==> src/rtl/tmr8_pkg.sv <==
package tmr8_pkg;
  typedef enum logic [1:0] {
    MODE_FREE  = 2'd0,
    MODE_CLRCMP = 2'd1,
    MODE_FPWM  = 2'd2,
    MODE_PCPWM = 2'd3
  } tmr_mode_e;
endpackage

==> src/rtl/tmr8_tick_gate.sv <==
module tmr8_tick_gate #(
  parameter int CSEL_W = 3
) (
  input  logic              tick_en,
  input  logic [CSEL_W-1:0] clk_sel,
  output logic              step
);
  // A zero select stops the timer; any other source passes the prescaled tick.
  assign step = tick_en && (clk_sel != '0);
endmodule

==> src/rtl/tmr8_count_seq.sv <==
module tmr8_count_seq
  import tmr8_pkg::*;
#(
  parameter int W = 8
) (
  input  logic         clk,
  input  logic         rst,
  input  logic         step,
  input  logic [1:0]   mode,
  input  logic [W-1:0] cmp_val,
  input  logic         wr,
  input  logic [W-1:0] wdata,
  output logic [W-1:0] count,
  output logic         at_max,
  output logic         at_bottom,
  output logic         ovf_evt
);
  localparam logic [W-1:0] TOPV = {W{1'b1}};
  localparam logic [W-1:0] ZERO = '0;
  localparam logic [W-1:0] ONE  = {{(W-1){1'b0}}, 1'b1};

  tmr_mode_e   md;
  logic        down_q, down_n;
  logic [W-1:0] cnt_n;

  assign md = tmr_mode_e'(mode);

  always_comb begin
    cnt_n   = count;
    down_n  = down_q;
    ovf_evt = 1'b0;
    if (wr) begin
      cnt_n = wdata;
    end else if (step) begin
      unique case (md)
        MODE_CLRCMP: begin
          cnt_n   = (count == cmp_val) ? ZERO : count + ONE;
          ovf_evt = (count == TOPV);
        end
        MODE_PCPWM: begin
          if (!down_q) begin
            if (count == TOPV) begin
              cnt_n  = count - ONE;
              down_n = 1'b1;
            end else begin
              cnt_n = count + ONE;
            end
          end else begin
            if (count == ZERO) begin
              cnt_n  = ONE;
              down_n = 1'b0;
            end else begin
              cnt_n   = count - ONE;
              ovf_evt = (count == ONE);
            end
          end
        end
        default: begin
          cnt_n   = count + ONE;
          ovf_evt = (count == TOPV);
        end
      endcase
    end
    if (md != MODE_PCPWM) down_n = 1'b0;
  end

  always_ff @(posedge clk) begin
    if (rst) begin
      count     <= ZERO;
      down_q    <= 1'b0;
      at_max    <= 1'b0;
      at_bottom <= 1'b1;
    end else begin
      count     <= cnt_n;
      down_q    <= down_n;
      at_max    <= (cnt_n == TOPV);
      at_bottom <= (cnt_n == ZERO);
    end
  end

  a_r7_load_wins: assert property (@(posedge clk) disable iff (rst)
    wr |=> (count == $past(wdata)));
  a_r2_hold_stopped: assert property (@(posedge clk) disable iff (rst)
    (!step && !wr) |=> $stable(count));
  a_r4_clear_on_match: assert property (@(posedge clk) disable iff (rst)
    (step && !wr && mode == 2'd1 && count == cmp_val) |=> (count == ZERO));
  a_r9_strobe_max: assert property (@(posedge clk) disable iff (rst)
    at_max == (count == TOPV));
  a_r9_strobe_bottom: assert property (@(posedge clk) disable iff (rst)
    at_bottom == (count == ZERO));
endmodule

==> src/rtl/tmr8_ovf_flag.sv <==
module tmr8_ovf_flag (
  input  logic clk,
  input  logic rst,
  input  logic set_i,
  input  logic clr_i,
  input  logic ack_i,
  input  logic ie,
  output logic flag,
  output logic irq
);
  always_ff @(posedge clk) begin
    if (rst)                  flag <= 1'b0;
    else if (set_i)           flag <= 1'b1;
    else if (clr_i || ack_i)  flag <= 1'b0;
  end

  assign irq = flag && ie;

  a_r3_flag_sets: assert property (@(posedge clk) disable iff (rst)
    set_i |=> flag);
  a_r10_flag_clears: assert property (@(posedge clk) disable iff (rst)
    (!set_i && (clr_i || ack_i)) |=> !flag);
  a_r10_flag_sticky: assert property (@(posedge clk) disable iff (rst)
    (!set_i && !clr_i && !ack_i) |=> $stable(flag));
endmodule

==> src/rtl/tmr8_core.sv <==
module tmr8_core #(
  parameter int W      = 8,
  parameter int CSEL_W = 3
) (
  input  logic              clk,
  input  logic              rst,
  input  logic              tick_en,
  input  logic [CSEL_W-1:0] clk_sel,
  input  logic [1:0]        mode,
  input  logic [W-1:0]      cmp_val,
  input  logic              cnt_wr,
  input  logic [W-1:0]      cnt_wdata,
  input  logic              ovf_clr,
  input  logic              ovf_ack,
  input  logic              ovf_ie,
  output logic [W-1:0]      count,
  output logic              at_max,
  output logic              at_bottom,
  output logic              ovf_flag,
  output logic              ovf_irq,
  output logic              cnt_wr_pulse
);
  logic step;
  logic ovf_evt;

  tmr8_tick_gate #(.CSEL_W(CSEL_W)) u_gate (
    .tick_en(tick_en), .clk_sel(clk_sel), .step(step)
  );

  tmr8_count_seq #(.W(W)) u_seq (
    .clk(clk), .rst(rst), .step(step), .mode(mode), .cmp_val(cmp_val),
    .wr(cnt_wr), .wdata(cnt_wdata), .count(count), .at_max(at_max),
    .at_bottom(at_bottom), .ovf_evt(ovf_evt)
  );

  tmr8_ovf_flag u_ovf (
    .clk(clk), .rst(rst), .set_i(ovf_evt), .clr_i(ovf_clr), .ack_i(ovf_ack),
    .ie(ovf_ie), .flag(ovf_flag), .irq(ovf_irq)
  );

  always_ff @(posedge clk) begin
    if (rst) cnt_wr_pulse <= 1'b0;
    else     cnt_wr_pulse <= cnt_wr;
  end

  a_r12_pulse_follows: assert property (@(posedge clk) disable iff (rst)
    cnt_wr |=> cnt_wr_pulse);
  a_r12_pulse_single: assert property (@(posedge clk) disable iff (rst)
    !cnt_wr |=> !cnt_wr_pulse);
  a_r2_stopped_no_flag: assert property (@(posedge clk) disable iff (rst)
    (clk_sel == '0 && !ovf_flag) |=> !ovf_flag);
endmodule

==> config.mk <==
export PLATFORM = sky130hd
export DESIGN_NAME = tmr8_core
export DESIGN_NICKNAME = d
export VERILOG_FILES = /design/src/rtl/tmr8_pkg.sv /design/src/rtl/tmr8_tick_gate.sv /design/src/rtl/tmr8_count_seq.sv /design/src/rtl/tmr8_ovf_flag.sv /design/src/rtl/tmr8_core.sv
export SDC_FILE = /design/constraint.sdc
export NUM_CORES = 1
export LEC_CHECK = 0
export BUFFER_PORTS_ARGS = -buffer_cell sky130_fd_sc_hd__buf_2
export CORE_ASPECT_RATIO = 2
export CORE_MARGIN = 4
export CORE_UTILIZATION = 46
export CTS_BUF_LIST = sky130_fd_sc_hd__clkbuf_16
export DETAILED_ROUTE_END_ITERATION = 10
export PLACE_DENSITY_LB_ADDON = 0.2
export SYNTH_ARGS = -nofsm -noshare
export SYNTH_HDL_FRONTEND = slang
export SYNTH_SLANG_ARGS = --single-unit
==> constraint.sdc <==
create_clock -name clk -period 2.5 [get_ports clk]
set_clock_uncertainty 0.05 [all_clocks]
set_input_delay 0.5 -clock clk [delete_from_list [all_inputs] [get_ports clk]]
set_output_delay 0.5 -clock clk [all_outputs]
set_load 0.03 [all_outputs]
Word-level counts from Yosys, hierarchy flattened
Index checks and enable logic that the tools add are counted.
Widths: inputs -> output; s select.
- register bits: 13
- input bits: 28
- output and inout port bits: 13
- logic and storage cells: 42
- $add $sub $neg: 2
- eq/ne operators: 7
- muxes and demuxes: 17
- bitwise logic cells: 1
- reduce and logical (&&, ||, !) cells: 9
- operators with widths (operator ; number):
    $mux 8 ; 6
    $eq 8x8->1 const B ; 2
    $logic_not 8->1 ; 2
    $pmux 8 s2 ; 1
    $mux 1 ; 10
    $add 8x1->8 const B ; 1
    $eq 8x1->1 const B ; 1
    $eq 8x8->1 ; 1
    $sub 8x1->8 const B ; 1
    $reduce_and 3->1 ; 1
    $reduce_bool 3->1 ; 1
    $eq 2x1->1 const B ; 1
    $eq 2x2->1 const B ; 1
    $logic_and 1x1->1 ; 2
    $ne 2x2->1 const B ; 1
    $reduce_bool 2->1 ; 1
    $reduce_or 2->1 ; 1
    $logic_or 1x1->1 ; 1
    $not 1->1 ; 1

Longest topological paths before layout
Gate-level depths: netlist (run 1).
- depth after elaboration: 7
- gate-level depth with buffers: 10

Modules after synthesis
A second synthesis (run 1) with hierarchy kept.
- cells, all modules: 165
- area total of the unflattened synthesis: 1249.9 um2
- by module, submodules not included (module ; times used ; cells an instance ; area an instance (um2) ; sequential area each (um2)):
    tmr8_count_seq ; 1 ; 157 ; 1163.6 ; 220.2
    tmr8_ovf_flag ; 1 ; 5 ; 43.8 ; 20.0
    tmr8_core ; 1 ; 2 ; 33.8 ; 20.0
    tmr8_tick_gate ; 1 ; 1 ; 8.8 ; 0.0

Worst setup path before layout (run 1)
No wires, ideal clock.
- kind: reg-to-reg
- from: reg u_seq.count[0]
- to: reg u_seq.at_max
- arrival: 2725 ps
- required time: 2363 ps
- slack: -362 ps
- cell stages (with the launch flop): 10
- buffers on the path: 1
- clock period less this slack: 2862 ps
- cells stage by stage: dfxtp_1 -> clkbuf_8 -> inv_1 -> ha_1 -> or4bb_1 -> o31ai_1 -> a31oi_1 -> a211o_2 -> or4b_1 -> nor4b_2
- word-level cells in the longest chain between the ends: 7
- elaborated cells between the ends (all ways): 13
- classes of those cells: add/sub: 2; eq/ne: 3; mux: 7; reduce/logical: 1
- ends and longest elaborated chain (element ; RTL line ; source):
    from (decl) ; tmr8_count_seq.sv:13 ; output logic [W-1:0] count,
    from (signal assigned) ; tmr8_count_seq.sv:74 ; count <= cnt_n;
    $add 8x1->8 (tied with other cells) ; tmr8_count_seq.sv:37, tmr8_count_seq.sv:46, tmr8_count_seq.sv:59 ;
    $mux 8 (on tied branches) ; tmr8_count_seq.sv:42, tmr8_count_seq.sv:49 ;
    $mux 8 ; tmr8_count_seq.sv:41 ; if (!down_q) begin
    $pmux 8 s2 ; tmr8_count_seq.sv:35 ; unique case (md)
    $mux 8 * ; tmr8_count_seq.sv:34 ; end else if (step) begin
    $mux 8 * ; tmr8_count_seq.sv:32 ; if (wr) begin
    $eq 8x8->1 * ; tmr8_count_seq.sv:76 ; at_max <= (cnt_n == TOPV);
    to (signal assigned) ; tmr8_count_seq.sv:76 ;
    to (decl) ; tmr8_count_seq.sv:14 ; output logic at_max,
Every way passes the cells marked *; elsewhere a longest branch is shown, timed or not.
A chain may end at the register's enable or synchronous reset.

Worst setup path in the final report (run 1)
Ends and elaborated chain as after synthesis.

==> results_dict.tcl, run 1 <==
set metrics [dict create \
    hold_buffers 0 \
    synth.avg_cell_area_um2 7.80 \
    ys_warn_count 0 \
    synth_ff_type "dfxtp_1" \
    hold_path_end "u_ovf.flag" \
    required_ns 2.61 \
    yosys.cell_types.count 55 \
    hold_class "register to register" \
    cpPeakStageDelay_ns 0.55 \
    syn_to_final_growth_pct 51.5 \
    rsz0062_at_grt "yes" \
    start_util_pct 48.1 \
    ir_drop_mv 0.520 \
    fp.dieArea_mm2 0.00384 \
    slew-limit-headroom_pct 61.3 \
    post-route-util_pct 72.9 \
    firstDrtPassIters 4 \
    wl_per_cell_um 17.3 \
    cp-start-kind "register" \
    syn_nets 201 \
    htreeDepth 1 \
    rows 27 \
    clkTransAtPathRegs_ns 0.04 \
    path_buf_inv 2 \
    cp_top_family "simple AND/OR/NAND/NOR gates" \
    drc 0 \
    grt_overflow_total 0 \
    drv_slew 0 \
    power.density_mw_per_mm2 428 \
    multi_input_area_um2 998 \
    finalHoldViolCount 0 \
    grt_usage_pct 26.5 \
    grt_pass1_vias 1717 \
    clockBufferDepth 2 \
    finalCritPeriodShare_pct 105 \
    insertion_delay_ns 0.25 \
    async_flop_share_pct 0 \
    cp_cell_sequence "inv_4, ha_4, or4bb_4, buf_6, o31ai_2, a31oi_1, a211o_2, or4b_4, nor4b_4" \
    violations "negative setup slack" \
    core_area_mm2 0.00274 \
    nFillCells 236 \
    cellLeakagePower_uw 0.000870 \
    min_period_ns 2.62 \
    cts_made_buffers 3 \
    n_antenna_cell 0 \
    regArea_um2 275 \
    cap_violations 0 \
    r2r_slack_ns -0.12 \
    worstMarginPinSlew_ns 0.575 \
    run_status "complete, but fails checks" \
    drive_gt1_share_pct 49.2 \
    layout.nets 283 \
    vias 1699 \
    cp_max_fo 5 \
    synth-seq-area-share_pct 19.8 \
    worstReg2RegEnd "u_seq.at_max" \
    path_class "register to register" \
    worst_slack_ns -0.121 \
    grt_pass1_wl_um 7650 \
    finalInstanceArea_mm2 0.00200 \
    synth_seq_cells 13 \
    critPathSlowestCell "or4b_4" \
    cts_tree "done" \
    syn_inst 169 \
    drtAntennaViolNets 0 \
    synth_edf_count 0 \
    place_congestion 0.953 \
    dieWidth_um 45.8 \
    r2r-start "u_seq.count[0]" \
    r2r_cells 9 \
    hpwl_um 3920 \
    ios 41 \
    syn-cell-area_mm2 0.00132 \
    clkSinkCount 13 \
    setup_viol 2 \
    grt_antenna_before_repair 0 \
    synth_top_cell_by_area "dfxtp_1" \
    min_from "u_ovf.flag" \
    hold_depth 2 \
    end_kind "register" \
    portBuffers 40 \
    routed_wl_um 4820 \
    die-height_um 83.7 \
    fmax_mhz 382 \
    placed_cell_area_mm2 0.00185 \
    vias_per_cell 6.09 \
    worst_ep_arrival_time_ns 2.73 \
    drt_iter0_drc 79 \
    synth_top_area_share_pct 19.8 \
    synth.area.top_cells "dfxtp_1 (20%), xnor2_1 (8.0%), nor2_1 (5.7%)" \
    ctsRootBufferMaster "clkbuf_16" \
    grt_max_degree 18 \
]
## tightest hold or removal path, cell delays in order, from the launching register on
cell     delay [ns]
dfxtp_1        0.34
a22oi_1        0.07
nor2_1         0.08
## worst max-delay path by stage
stage,start,to,slack [ns],cells past startpoint
final,u_seq.count[0],u_seq.at_max,-0.12,9
after global routing,u_seq.count[0],u_seq.at_max,-0.19,9
after CTS,u_seq.count[0],u_seq.at_max,-0.11,9
after detailed placement,u_seq.count[1],u_seq.at_bottom,-0.14,10
after global placement,clk_sel[1],u_seq.at_max,-0.08,7
after floorplan,u_seq.count[5],u_seq.at_max,-0.09,8
## registers in the layout (all words and copies together), names as in the netlist
name and count:
u_seq.count 8, u_ovf.flag 1, cnt_wr_pulse 1, u_seq.down_q 1, u_seq.at_max 1, u_seq.at_bottom 1
## per-stage QoR
| stage | setup slack (ns) | power (µW) | hold WS (ns) | instances | setup TNS [ns] |
|---|---|---|---|---|---|
| floorplan | -0.0881 | 415 | 0.591 | 169 | -0.115 |
| global placement | -0.0835 | 536 | 0.455 | 274 | -0.153 |
| detailed placement | -0.138 | 544 | 0.469 | 274 | -0.252 |
| CTS | -0.112 | 851 | 0.480 | 279 | -0.184 |
| global route | -0.186 | 893 | 0.524 | 279 | -0.345 |
| finish | -0.121 | 855 | 0.475 | 279 | -0.144 |
## placed cells by master (no fill, tap or decap), types with 3 or more instances in the layout
cell / Yosys / final
dfxtp_1: 13 / 7
inv_1: 6 / 5
nor2_1: 20 / 19
o21ai_0: 6 / 6
buf_2: 2 / 40
buf_4: 0 / 49
xnor2_1: 12 / 12
nor4_1: 3 / 3
clkbuf_16: 0 / 3
nor3_1: 10 / 10
nand2_1: 9 / 9
a21oi_1: 7 / 7
nor2b_1: 3 / 3
ha_1: 4 / 3
and2_1: 3 / 3
dfxtp_4: 0 / 3
nor3b_1: 4 / 3
dfxtp_2: 0 / 3
o31ai_1: 5 / 4
nand3_1: 4 / 4
nand2b_1: 3 / 3
## final cells by class
cell class	count	area share, %
Multi-Input combinational cell	137	50.0
Timing Repair Buffer	90	29.0
Sequential cell	13	13.8
Clock buffer	3	3.76
Tap cell	29	1.82
Inverter	6	1.38
Clock inverter	1	0.188
## report_power, final
group / total (µW) / leakage, µW / internal, µW / switching (µW)
Combinational: 324 / 0.000718 / 157 / 167
Clock: 298 / 0.0000423 / 211 / 87.4
Sequential: 233 / 0.000110 / 220 / 12.8
## per-layer routing
layer / track usage (%) / part of all wire [%] / vias up
li1: - / - / 792
met1: 28.7 / 34 / 784
met2: 43.8 / 53 / 95
met3: 2.81 / 6.5 / 28
met4: 18.7 / 6.2 / 0
met5: 0 / 0 / -
## synth_stat cells (all sizes together), types with 4 or more instances
cell type,n
nor2,20
dfxtp,13
xnor2,12
nor3,10
nand2,9
a21oi,7
buf,7
o21ai,7
clkbuf,6
inv,6
o31ai,5
and2,4
ha,4
nand3,4
nor3b,4
nor4,4
## kinds of logic (layout without fill, tap and decap cells)
family	Yosys count	after routing	share of synthesized area, %
AO/OA/AOI/OAI	43	43	24.5
XOR/XNOR	12	12	7.98
adder cells (fa/ha/maj)	4	4	3.80
buffers and inverters	19	100	9.59
flip-flops	13	13	19.8
AND/OR/NAND/NOR	78	78	34.4
## timing repair
item | in CTS | in global routing
pin swaps | 1 | 0
setup buffers | 1 | 0
setup endpoints to repair | 3 | 3
resized for setup | 6 | 5
(Power assumes the default switching activity.)
==> run 2, diff against run 1 <==
--- a/config.mk
+++ b/config.mk
@@ -5,13 +5,14 @@
 export SDC_FILE = /design/constraint.sdc
 export NUM_CORES = 1
 export LEC_CHECK = 0
-export BUFFER_PORTS_ARGS = -buffer_cell sky130_fd_sc_hd__buf_2
 export CORE_ASPECT_RATIO = 2
 export CORE_MARGIN = 4
-export CORE_UTILIZATION = 46
+export CORE_UTILIZATION = 50
 export CTS_BUF_LIST = sky130_fd_sc_hd__clkbuf_16
 export DETAILED_ROUTE_END_ITERATION = 10
+export DONT_BUFFER_PORTS = 1
 export PLACE_DENSITY_LB_ADDON = 0.2
+export SETUP_SLACK_MARGIN = 0.4
 export SYNTH_ARGS = -nofsm -noshare
 export SYNTH_HDL_FRONTEND = slang
 export SYNTH_SLANG_ARGS = --single-unit
==> results_dict.tcl, run 2 (synthesis gave the netlist of run 1 again) <==
set metrics [dict create \
    run_status "complete, but fails checks" \
    violations "negative setup slack" \
    path_class "register to register" \
    grt_pass1_vias 1602 \
    worst_ep_arrival_time_ns 2.71 \
    drv_slew 0 \
    combPwrFrac_pct 37.2 \
    routed_wl_um 4760 \
    dieWidth_um 44.3 \
    setup_tns_ns -0.124 \
    end_kind "register" \
    cts_tree "done" \
    wl_per_cell_um 20.0 \
    placed_cell_area_mm2 0.00164 \
    grt_max_degree 26 \
    drive_gt1_share_pct 46.2 \
    start_util_pct 51.9 \
    p_switching_uw 252 \
    worst_slack_ns -0.121 \
    required_ns 2.59 \
    finalInstanceArea_mm2 0.00189 \
    portBuffers 0 \
    core_area_mm2 0.00254 \
    worstReg2RegEnd "u_seq.at_max" \
    grt_overflow_total 0 \
    power.density_mw_per_mm2 439 \
    layout.nets 243 \
    ctsRootBufferMaster "clkbuf_16" \
    worstMarginPinSlew_ns 0.945 \
    clkTransAtPathRegs_ns 0.04 \
    layout_common_cells "buf_4 (47), nor2_1 (19), xnor2_1 (11)" \
    vias_per_cell 6.45 \
    cellLeakagePower_uw 0.000713 \
    nFillCells 193 \
    grt_pass1_wl_um 7730 \
    ir_drop_mv 0.475 \
    fmax_mhz 382 \
    largest_register "u_seq.count" \
    hold_slack_ns 0.272 \
    grt_usage_pct 29.3 \
    drc 0 \
    rsz0062_at_grt "yes" \
    fp.dieArea_mm2 0.00357 \
    cts_made_buffers 3 \
    hold_path_end "u_seq.count[2]" \
    finalCritPeriodShare_pct 105 \
    cp_max_fo 4 \
    place_congestion 0.889 \
    die-height_um 80.6 \
    clockBufferDepth 2 \
    largest_reg_flops 8 \
    slew-limit-headroom_pct 36.4 \
    critPathLaunch "u_seq.count[5]" \
    ios 41 \
    htreeDepth 1 \
    cap_violations 0 \
    rows 26 \
    hold_depth 1 \
    clockPowerShare_pct 34.6 \
    min_from "rst" \
    finalPower_uw 831 \
    clkSinkCount 13 \
    vias 1535 \
    r2r_cells 7 \
    insertion_delay_ns 0.24 \
    min_period_ns 2.62 \
    drt_iter0_drc 82 \
    finalHoldViolCount 0 \
    n_antenna_cell 0 \
    intPower_uw 579 \
    r2r-start "u_seq.count[5]" \
    syn_to_final_growth_pct 43.7 \
    final_common_cell "buf_4" \
    firstDrtPassIters 4 \
    r2r_slack_ns -0.12 \
    sw_frac_of_total_pct 30.3 \
    p_seq_share_pct 28.2 \
    setup_viol 2 \
    drtAntennaViolNets 0 \
    hold_class "input pin to register" \
    hpwl_um 3670 \
    cp-start-kind "register" \
    grt_antenna_before_repair 0 \
]
run 2: cell types whose count changed in the layout (fill, tap and decap cells not counted), sizes merged:
cell	change
buf	-40
run 2: cell type report:
type / instances / area [µm²] / area share (%)
multi-input cells: 137 / 1080 / 57.3
repair buffers: 50 / 390 / 20.6
flip-flops and latches: 13 / 277 / 14.6
clock buffers: 3 / 75.1 / 3.97
well taps: 28 / 35.0 / 1.85
inverters: 6 / 27.5 / 1.45
clock inverters: 1 / 3.75 / 0.198
run 2: critical path, cell delays in order (launching register included):
cell and delay (ns):
dfxtp_4 0.33, or4_4 0.57, or3_4 0.36, nor4_2 0.17, a21oi_2 0.09, a32oi_2 0.24
or4b_1 0.47, nor4b_2 0.24
run 2: stage by stage:
step                      util (%)  std cells  worst slack [ns]
after global placement        64.8        232            -0.143
final                         74.6        238            -0.121
after CTS                     71.0        237           -0.0958
after global routing          74.6        238            -0.198
after floorplan                  -        169           -0.0881
after detailed placement      64.8        232            -0.188
run 2: power groups by stage:
| stage | clock (µW) | combinational [µW] | sequential, µW |
|---|---|---|---|
| 6_report | 288 | 309 | 234 |
| 5_1_grt | 305 | 332 | 236 |
| 4_1_cts | 292 | 285 | 233 |
| 3_5_place_dp | 0 | 269 | 236 |
| 3_3_place_gp | 0 | 264 | 236 |
| 2_1_floorplan | 0 | 160 | 255 |
run 2: timing repair:
item                                    CTS  global route
gates cloned                              0             0
resized for setup                        13            19
pin swaps                                 2             5
endpoints found under the setup margin   10            10
setup buffers                             1             1
endpoints found under the hold margin     0             0
hold buffers                              0             0
run 2: per-layer routing:
layer | routed length [µm] | up-vias | GRT usage [%]
li1 | - | 713 | -
met1 | 1700 | 724 | 31.9
met5 | 0 | - | 0
met4 | 265 | 0 | 17.2
met3 | 281 | 22 | 4.04
met2 | 2510 | 76 | 51.0
run 2: worst max path at each step:
stage	endpoint	depth (start not counted)
floorplan	u_seq.at_max	8
global placement	u_seq.at_max	6
detailed placement	u_seq.at_max	6
CTS	u_seq.at_max	8
global route	u_seq.at_max	7
finish	u_seq.at_max	7
